`src/rtl/lpark_pkg.sv`:
```
package lpark_pkg;

   typedef enum logic [1:0] {
      OP_IDLE   = 2'd0,
      OP_DIRECT = 2'd1,
      OP_PARK   = 2'd2,
      OP_UNPARK = 2'd3
   } lpark_op_e;

endpackage

```
`src/rtl/lpark_cmd_ctl.sv`:
```
module lpark_cmd_ctl
   import lpark_pkg::*;
#(
   parameter int BANK_W = 3,
   parameter int COL_W  = 7,
   parameter int SLOT_W = 4
) (
   input  logic              clk,
   input  logic              rst_n,
   input  logic              cmd_valid_i,
   input  logic [1:0]        cmd_op_i,
   input  logic [BANK_W-1:0] cmd_bank_i,
   input  logic [COL_W-1:0]  cmd_col_i,
   input  logic [SLOT_W-1:0] cmd_slot_i,
   input  logic              ser_hold_i,
   output logic              col_rd_o,
   output logic [BANK_W-1:0] col_bank_o,
   output logic [COL_W-1:0]  col_addr_o,
   output logic              rd_en_o,
   output logic [SLOT_W-1:0] rd_slot_o,
   output lpark_op_e         st_op_o,
   output logic [BANK_W-1:0] st_bank_o,
   output logic [SLOT_W-1:0] st_slot_o,
   output logic              busy_reject_o
);

   lpark_op_e         op_in;
   lpark_op_e         st_op_q;
   logic [BANK_W-1:0] st_bank_q;
   logic [SLOT_W-1:0] st_slot_q;
   logic              reject_q;
   logic              wants_out;
   logic              path_busy;
   logic              accept;

   assign op_in     = lpark_op_e'(cmd_op_i);
   assign path_busy = ser_hold_i | (st_op_q == OP_DIRECT) | (st_op_q == OP_UNPARK);
   assign wants_out = cmd_valid_i & ((op_in == OP_DIRECT) | (op_in == OP_UNPARK));
   assign accept    = cmd_valid_i & (op_in != OP_IDLE) & ~(wants_out & path_busy);

   assign col_rd_o   = accept & ((op_in == OP_DIRECT) | (op_in == OP_PARK));
   assign col_bank_o = cmd_bank_i;
   assign col_addr_o = cmd_col_i;
   assign rd_en_o    = accept & (op_in == OP_UNPARK);
   assign rd_slot_o  = cmd_slot_i;

   always_ff @(posedge clk) begin
      if (!rst_n) begin
         st_op_q   <= OP_IDLE;
         st_bank_q <= '0;
         st_slot_q <= '0;
         reject_q  <= 1'b0;
      end else begin
         st_op_q   <= accept ? op_in : OP_IDLE;
         st_bank_q <= cmd_bank_i;
         st_slot_q <= cmd_slot_i;
         reject_q  <= wants_out & path_busy;
      end
   end

   assign st_op_o       = st_op_q;
   assign st_bank_o     = st_bank_q;
   assign st_slot_o     = st_slot_q;
   assign busy_reject_o = reject_q;


   reject_quiet_chk: assert property (@(posedge clk) disable iff (!rst_n)
      busy_reject_o |-> (st_op_q == OP_IDLE));

endmodule

```
`src/rtl/lpark_bank_mux.sv`:
```
module lpark_bank_mux #(
   parameter int NUM_BANKS = 8,
   parameter int FRAG_W    = 64,
   localparam int BANK_W   = $clog2(NUM_BANKS)
) (
   input  logic [NUM_BANKS*FRAG_W-1:0] bank_rdata_i,
   input  logic [BANK_W-1:0]           sel_i,
   output logic [FRAG_W-1:0]           frag_o
);

   logic [FRAG_W-1:0] lanes [NUM_BANKS];

   for (genvar b = 0; b < NUM_BANKS; b++) begin : g_lane
      assign lanes[b] = bank_rdata_i[b*FRAG_W +: FRAG_W];
   end

   assign frag_o = lanes[sel_i];

endmodule

```
`src/rtl/lpark_entry_file.sv`:
```
module lpark_entry_file #(
   parameter int NUM_SLOTS = 16,
   parameter int FRAG_W    = 64,
   localparam int SLOT_W   = $clog2(NUM_SLOTS)
) (
   input  logic              clk,
   input  logic              rst_n,
   input  logic              we_i,
   input  logic [SLOT_W-1:0] widx_i,
   input  logic [FRAG_W-1:0] wdata_i,
   input  logic              re_i,
   input  logic [SLOT_W-1:0] ridx_i,
   output logic [FRAG_W-1:0] rdata_o,
   output logic              rvalid_o,
   output logic              err_empty_o,
   output logic              err_overwrite_o
);

   logic [FRAG_W-1:0]    slot_q [NUM_SLOTS];
   logic [NUM_SLOTS-1:0] valid_q;
   logic                 empty_q;
   logic                 ovw_q;

   assign rdata_o  = slot_q[ridx_i];
   assign rvalid_o = valid_q[ridx_i];

   for (genvar s = 0; s < NUM_SLOTS; s++) begin : g_slot
      always_ff @(posedge clk) begin
         if (!rst_n) begin
            slot_q[s]  <= '0;
            valid_q[s] <= 1'b0;
         end else if (we_i && (widx_i == SLOT_W'(s))) begin
            slot_q[s]  <= wdata_i;
            valid_q[s] <= 1'b1;
         end else if (re_i && (ridx_i == SLOT_W'(s))) begin
            valid_q[s] <= 1'b0;
         end
      end
   end

   always_ff @(posedge clk) begin
      if (!rst_n) begin
         empty_q <= 1'b0;
         ovw_q   <= 1'b0;
      end else begin
         empty_q <= re_i & ~valid_q[ridx_i];
         ovw_q   <= we_i & valid_q[widx_i];
      end
   end

   assign err_empty_o     = empty_q;
   assign err_overwrite_o = ovw_q;


   park_sets_chk: assert property (@(posedge clk) disable iff (!rst_n)
      we_i |=> valid_q[$past(widx_i)]);


   read_clears_chk: assert property (@(posedge clk) disable iff (!rst_n)
      (re_i && !(we_i && (widx_i == ridx_i))) |=> !valid_q[$past(ridx_i)]);

endmodule

```
`src/rtl/lpark_serializer.sv`:
```
module lpark_serializer #(
   parameter int FRAG_W     = 64,
   parameter int BEAT_W     = 8,
   parameter bit LSB_FIRST  = 1'b1,
   localparam int BEATS     = FRAG_W / BEAT_W,
   localparam int CNT_W     = $clog2(BEATS + 1)
) (
   input  logic              clk,
   input  logic              rst_n,
   input  logic              load_i,
   input  logic [FRAG_W-1:0] data_i,
   output logic [BEAT_W-1:0] dq_o,
   output logic              dq_valid_o,
   output logic              hold_o
);

   logic [FRAG_W-1:0] sh_q;
   logic [FRAG_W-1:0] sh_next;
   logic [BEAT_W-1:0] window;
   logic [CNT_W-1:0]  left_q;

   if (LSB_FIRST) begin : g_lsb
      assign window  = sh_q[BEAT_W-1:0];
      assign sh_next = sh_q >> BEAT_W;
   end else begin : g_msb
      assign window  = sh_q[FRAG_W-1 -: BEAT_W];
      assign sh_next = sh_q << BEAT_W;
   end

   always_ff @(posedge clk) begin
      if (!rst_n) begin
         sh_q   <= '0;
         left_q <= '0;
      end else if (load_i) begin
         sh_q   <= data_i;
         left_q <= CNT_W'(BEATS);
      end else if (left_q != '0) begin
         sh_q   <= sh_next;
         left_q <= left_q - CNT_W'(1);
      end
   end

   assign dq_valid_o = (left_q != '0);
   assign dq_o       = dq_valid_o ? window : '0;
   assign hold_o     = (left_q > CNT_W'(1));


   no_clobber_chk: assert property (@(posedge clk) disable iff (!rst_n)
      load_i |-> (left_q <= CNT_W'(1)));

endmodule

```
`src/rtl/lpark_pool.sv`:
```
module lpark_pool
   import lpark_pkg::*;
#(
   parameter int NUM_BANKS = 8,
   parameter int FRAG_W    = 64,
   parameter int BEAT_W    = 8,
   parameter int NUM_SLOTS = 16,
   parameter int COL_W     = 7,
   parameter bit LSB_FIRST = 1'b1,
   localparam int BANK_W   = $clog2(NUM_BANKS),
   localparam int SLOT_W   = $clog2(NUM_SLOTS)
) (
   input  logic                        clk,
   input  logic                        rst_n,
   input  logic                        cmd_valid_i,
   input  logic [1:0]                  cmd_op_i,
   input  logic [BANK_W-1:0]           cmd_bank_i,
   input  logic [COL_W-1:0]            cmd_col_i,
   input  logic [SLOT_W-1:0]           cmd_slot_i,
   input  logic [NUM_BANKS*FRAG_W-1:0] bank_rdata_i,
   output logic                        col_rd_o,
   output logic [BANK_W-1:0]           col_bank_o,
   output logic [COL_W-1:0]            col_addr_o,
   output logic [BEAT_W-1:0]           dq_o,
   output logic                        dq_valid_o,
   output logic                        err_empty_o,
   output logic                        err_overwrite_o,
   output logic                        busy_reject_o
);

   if (FRAG_W % BEAT_W != 0) begin : g_bad_beat
      $error("fragment width must be a whole number of beats");
   end
   if (NUM_BANKS < 2 || (1 << BANK_W) != NUM_BANKS) begin : g_bad_banks
      $error("bank count must be a power of two of at least 2");
   end
   if (NUM_SLOTS < 2 || (1 << SLOT_W) != NUM_SLOTS) begin : g_bad_slots
      $error("slot count must be a power of two of at least 2");
   end

   lpark_op_e         st_op;
   logic [BANK_W-1:0] st_bank;
   logic [SLOT_W-1:0] st_slot;
   logic              rd_en;
   logic [SLOT_W-1:0] rd_slot;
   logic              ser_hold;
   logic [FRAG_W-1:0] bank_frag;
   logic [FRAG_W-1:0] ent_rdata;
   logic              ent_rvalid;
   logic [FRAG_W-1:0] held_q;
   logic              ser_load;
   logic              ent_we;
   logic [FRAG_W-1:0] ser_data;

   lpark_cmd_ctl #(.BANK_W(BANK_W), .COL_W(COL_W), .SLOT_W(SLOT_W)) u_ctl (
      .clk           (clk),
      .rst_n         (rst_n),
      .cmd_valid_i   (cmd_valid_i),
      .cmd_op_i      (cmd_op_i),
      .cmd_bank_i    (cmd_bank_i),
      .cmd_col_i     (cmd_col_i),
      .cmd_slot_i    (cmd_slot_i),
      .ser_hold_i    (ser_hold),
      .col_rd_o      (col_rd_o),
      .col_bank_o    (col_bank_o),
      .col_addr_o    (col_addr_o),
      .rd_en_o       (rd_en),
      .rd_slot_o     (rd_slot),
      .st_op_o       (st_op),
      .st_bank_o     (st_bank),
      .st_slot_o     (st_slot),
      .busy_reject_o (busy_reject_o)
   );

   lpark_bank_mux #(.NUM_BANKS(NUM_BANKS), .FRAG_W(FRAG_W)) u_mux (
      .bank_rdata_i (bank_rdata_i),
      .sel_i        (st_bank),
      .frag_o       (bank_frag)
   );

   // path splitter: each fragment goes to the pins or to the pool, never both
   assign ser_load = (st_op == OP_DIRECT) | (st_op == OP_UNPARK);
   assign ent_we   = (st_op == OP_PARK);
   assign ser_data = (st_op == OP_UNPARK) ? held_q : bank_frag;

   lpark_entry_file #(.NUM_SLOTS(NUM_SLOTS), .FRAG_W(FRAG_W)) u_file (
      .clk             (clk),
      .rst_n           (rst_n),
      .we_i            (ent_we),
      .widx_i          (st_slot),
      .wdata_i         (bank_frag),
      .re_i            (rd_en),
      .ridx_i          (rd_slot),
      .rdata_o         (ent_rdata),
      .rvalid_o        (ent_rvalid),
      .err_empty_o     (err_empty_o),
      .err_overwrite_o (err_overwrite_o)
   );

   always_ff @(posedge clk) begin
      if (!rst_n) begin
         held_q <= '0;
      end else if (rd_en) begin
         held_q <= ent_rvalid ? ent_rdata : '0;
      end
   end

   lpark_serializer #(.FRAG_W(FRAG_W), .BEAT_W(BEAT_W), .LSB_FIRST(LSB_FIRST)) u_ser (
      .clk        (clk),
      .rst_n      (rst_n),
      .load_i     (ser_load),
      .data_i     (ser_data),
      .dq_o       (dq_o),
      .dq_valid_o (dq_valid_o),
      .hold_o     (ser_hold)
   );


   demux_excl_chk: assert property (@(posedge clk) disable iff (!rst_n)
      !(ser_load && ent_we));


   empty_zero_chk: assert property (@(posedge clk) disable iff (!rst_n)
      err_empty_o |=> (dq_valid_o && (dq_o == '0)));

endmodule

```
`config.mk`:
```
export PLATFORM = sky130hd
export DESIGN_NAME = lpark_pool
export DESIGN_NICKNAME = d
export VERILOG_FILES = /design/src/rtl/lpark_pkg.sv /design/src/rtl/lpark_cmd_ctl.sv /design/src/rtl/lpark_bank_mux.sv /design/src/rtl/lpark_entry_file.sv /design/src/rtl/lpark_serializer.sv /design/src/rtl/lpark_pool.sv
export SDC_FILE = /design/constraint.sdc
export NUM_CORES = 2
export LEC_CHECK = 0
export BUFFER_PORTS_ARGS = -buffer_cell sky130_fd_sc_hd__buf_2
export CAP_MARGIN = 20
export CORE_ASPECT_RATIO = 1.75
export CORE_MARGIN = 1
export CORE_UTILIZATION = 45
export DETAILED_ROUTE_END_ITERATION = 6
export HOLD_SLACK_MARGIN = 0.15
export PLACE_DENSITY = 0.74
export SETUP_SLACK_MARGIN = 0.05
export SYNTH_ARGS = -nofsm -noshare
export SYNTH_HDL_FRONTEND = slang
export SYNTH_SLANG_ARGS = --single-unit
```
`constraint.sdc`:
```
create_clock -name clk -period 6 [get_ports clk]
set_clock_uncertainty 0.15 [all_clocks]
set_input_delay 0.6 -clock clk [delete_from_list [all_inputs] [get_ports clk]]
set_output_delay 0.6 -clock clk [all_outputs]
set_load 0.005 [all_outputs]
```
==> metrics.txt <==
clock sink total ~1200; clock share of power around 37%; Slew headroom between 10% and 20%; Seq cells post-synth ~1200; Gate power share 12.8%; Final Critical Period 3.61 ns; pwr/cell area 300 mW/mm^2; fill count 9966; Routability Congestion 0.943; Leak 23.4 nW; row count 169; Worst Tran Pin Value ~1.2 ns; die area around 0.12 sq mm; largest net degree at the start of global routing 92; share of cells above drive strength 1 between 30% and 40%; Setup Viol. Count Final 0; FF+latch area roughly 0.034 sq mm; final wirelength 157000 um; initial antenna violation count 21; R2R Setup Slk 2.39 ns; worst path required time roughly 6.4 ns; synthesized net count around 4300; Max Slew Vio Count 0; CP arrival 4.00 ns; Via density 6.00; Most used DFF post-synth edfxtp_1; FF-to-FF path depth 6; Hold WS 0.298 ns; Crit Path Max Fanout 49; DR WL/cell 26.8 um; critical path startpoint category flop; Worst Setup EP u_file.slot_q[1][26]; Clock Pin Slew Worst Setup and Hold Paths about 0.08 ns; grt total ovfl 0; cts bufs inserted 99; Max Cap Viol 0; top cell type's share of synthesized area 55.8%; P_sw between 4 and 5 mW; All-Layer GR Usage around a quarter; Final Hold Viols 0; ys async rst share 0%; Max Buffers Root-to-Sink 3; count of cell types in the netlist 42; DRC viols 0; Final Cycle Share ~60%; sequential power share 49.8%; largest cells by area after synthesis edfxtp_1, mux4_2, nor2_1; final net count roughly 4700; die height 465 um; critical path class reg2reg; reg-to-reg critical path endpoint u_file.slot_q[1][26]; Avg Cell Area, Syn around 15 sq um; multi-input combinational cell area just under 0.02 sq mm; CTS tree built; setup repair after global routing missed its margin no; Detail Route Antenna Nets 0; worst-skew pair later-pin latency 0.71 ns; final worst setup slack 2.39 ns; port bufs about 540; Starting Density between 40% and 50%; post-place setup slack approximately 2.1 ns; status completed; fmax 277 MHz; drt initial violations 3036; HP Class reg2reg; Vias 35000; Max rail drop VDD 0.238 mV; DR pass1 iterations 5; dominant cell type by area after synthesis edfxtp_1; setup bufs post-CTS 0; CORE AREA 0.121 sq mm; sequential area share after synthesis 61.6%; Area Overhead vs Synth 13.8%; Yosys Warn Count 0; synthesized area between 0.05 and 0.06 sq mm; Setup crit end kind flop; vias in the first global route roughly 36000; Worst R2R Start u_ctl.st_op_o[1]; post-synthesis cell count between 3000 and 4000; I/O pin count 554; Post-synth EDFFs between 1000 and 1500; switching portion of total power around 24%; internal power 14.2 mW; CP Launch Point u_ctl.st_op_o[1]; DP HPWL 96900 um; CTS root buffer clkbuf_16; htree depth 3; first-pass GRT wire length 227000 um; Die Span X 267 um
-- worst min path at each step --
stage | from | to | cells past startpoint
2_1_floorplan | held_q[0] | held_q[0] | 2
3_3_place_gp | held_q[1] | held_q[1] | 2
3_5_place_dp | held_q[1] | held_q[1] | 2
4_1_cts | held_q[1] | held_q[1] | 2
5_1_grt | held_q[1] | held_q[1] | 2
6_report | held_q[1] | held_q[1] | 2
-- critical path, stage by stage, from the launching register on --
cell	delay [ns]
dfxtp_1	0.58
buf_16	0.21
nand2b_1	0.13
nor3_1	0.93
nand2_4	0.79
buf_4	0.47
nor2_1	0.15
-- flip-flops by register name (all words and copies together), names as in the netlist --
signal / count
u_file.err_overwrite_o: 1
u_file.err_empty_o: 1
u_ctl.busy_reject_o: 1
u_file.slot_q: 1024
u_ser.left_q: 4
u_ctl.st_op_o: 2
u_ctl.st_slot_o: 4
u_file.valid_q: 16
held_q: 64
u_ser.sh_q: 64
u_ctl.st_bank_o: 3
-- logic make-up after synthesis --
kind of cell | Yosys count | synth area share [%]
AND/OR/NAND/NOR | 1266 | 9.11
flip-flops | 1184 | 61.6
multiplexers | 581 | 21.1
buffers and inverters | 380 | 3.37
adder cells (fa/ha/maj) | 5 | 0.113
AO/OA/AOI/OAI | 357 | 4.73
XOR/XNOR | 1 | 0.0159
-- synthesized netlist by cell type (all sizes together) (16+ instances only) --
cell,n
nor2,1037
edfxtp,1024
mux4,393
clkbuf,191
buf,181
dfxtp,160
nand2,124
mux2i,122
o21ai,80
a22o,72
a21oi,66
mux2,66
o31ai,64
and2,57
o22ai,49
o311ai,16
-- cell type report --
type                    count  share of cell area, %
clock buffers             132                   4.47
repair buffers            620                   5.58
diodes                      8                 0.0319
flip-flops and latches   1184                   54.1
clock inverters            55                   1.18
multi-input cells        2210                   31.3
inverters                   8                 0.0479
well taps                1624                   3.24
-- stage by stage --
stage / utilization, % / instances / instance area (sq um) / power [mW] / TNS [ns]
final: 51.7 / 5841 / 62800 / 18.8 / 0
after global routing: 51.7 / 5841 / 62800 / 19.3 / 0
after CTS: 51.6 / 5828 / 62600 / 18.8 / 0
after detailed placement: 48.6 / 5635 / 59000 / 11.9 / 0
after global placement: 48.6 / 5633 / 59000 / 11.9 / 0
after floorplan: - / 3774 / 55100 / 11.2 / -31.79
-- power by group through the flow --
stage	combinational, mW	clock, mW	sequential, mW
after floorplan	1.67	0	9.50
after global placement	2.36	0	9.53
after detailed placement	2.39	0	9.55
after CTS	2.40	7.06	9.37
after global routing	2.54	7.35	9.39
final	2.40	7.03	9.37
-- metal layers --
layer / GRT usage (%) / vias up / share of wire [%]
met3: 3.54 / 413 / 8.8
met1: 28.0 / 17600 / 33
met4: 14.5 / 2 / 5.7
met2: 45.9 / 2219 / 53
met5: 0 / - / 0.0057
li1: - / 14800 / -
-- repair_timing --
action                     in CTS  in global routing
gates resized for setup         0                  0
setup endpoints to repair       0                  0
hold buffers                    6                  0
hold endpoints to repair        6                  0
-- layout by cell type, fill, tap and decap left out, types with 17 or more instances in the layout --
cell type and n:
mux2_2 65, mux2i_4 63, o22ai_1 49, and2_1 57, mux4_2 392, clkbuf_1 18, bufinv_16 17, mux2i_1 58
edfxtp_1 1024, a22o_1 72, nor2_1 1035, buf_4 64, buf_2 537, clkbuf_16 104, dfxtp_1 157, o21ai_0 56
a21oi_1 66, nand2_1 107, o31ai_2 49
Power figures use the tool's default switching activity.
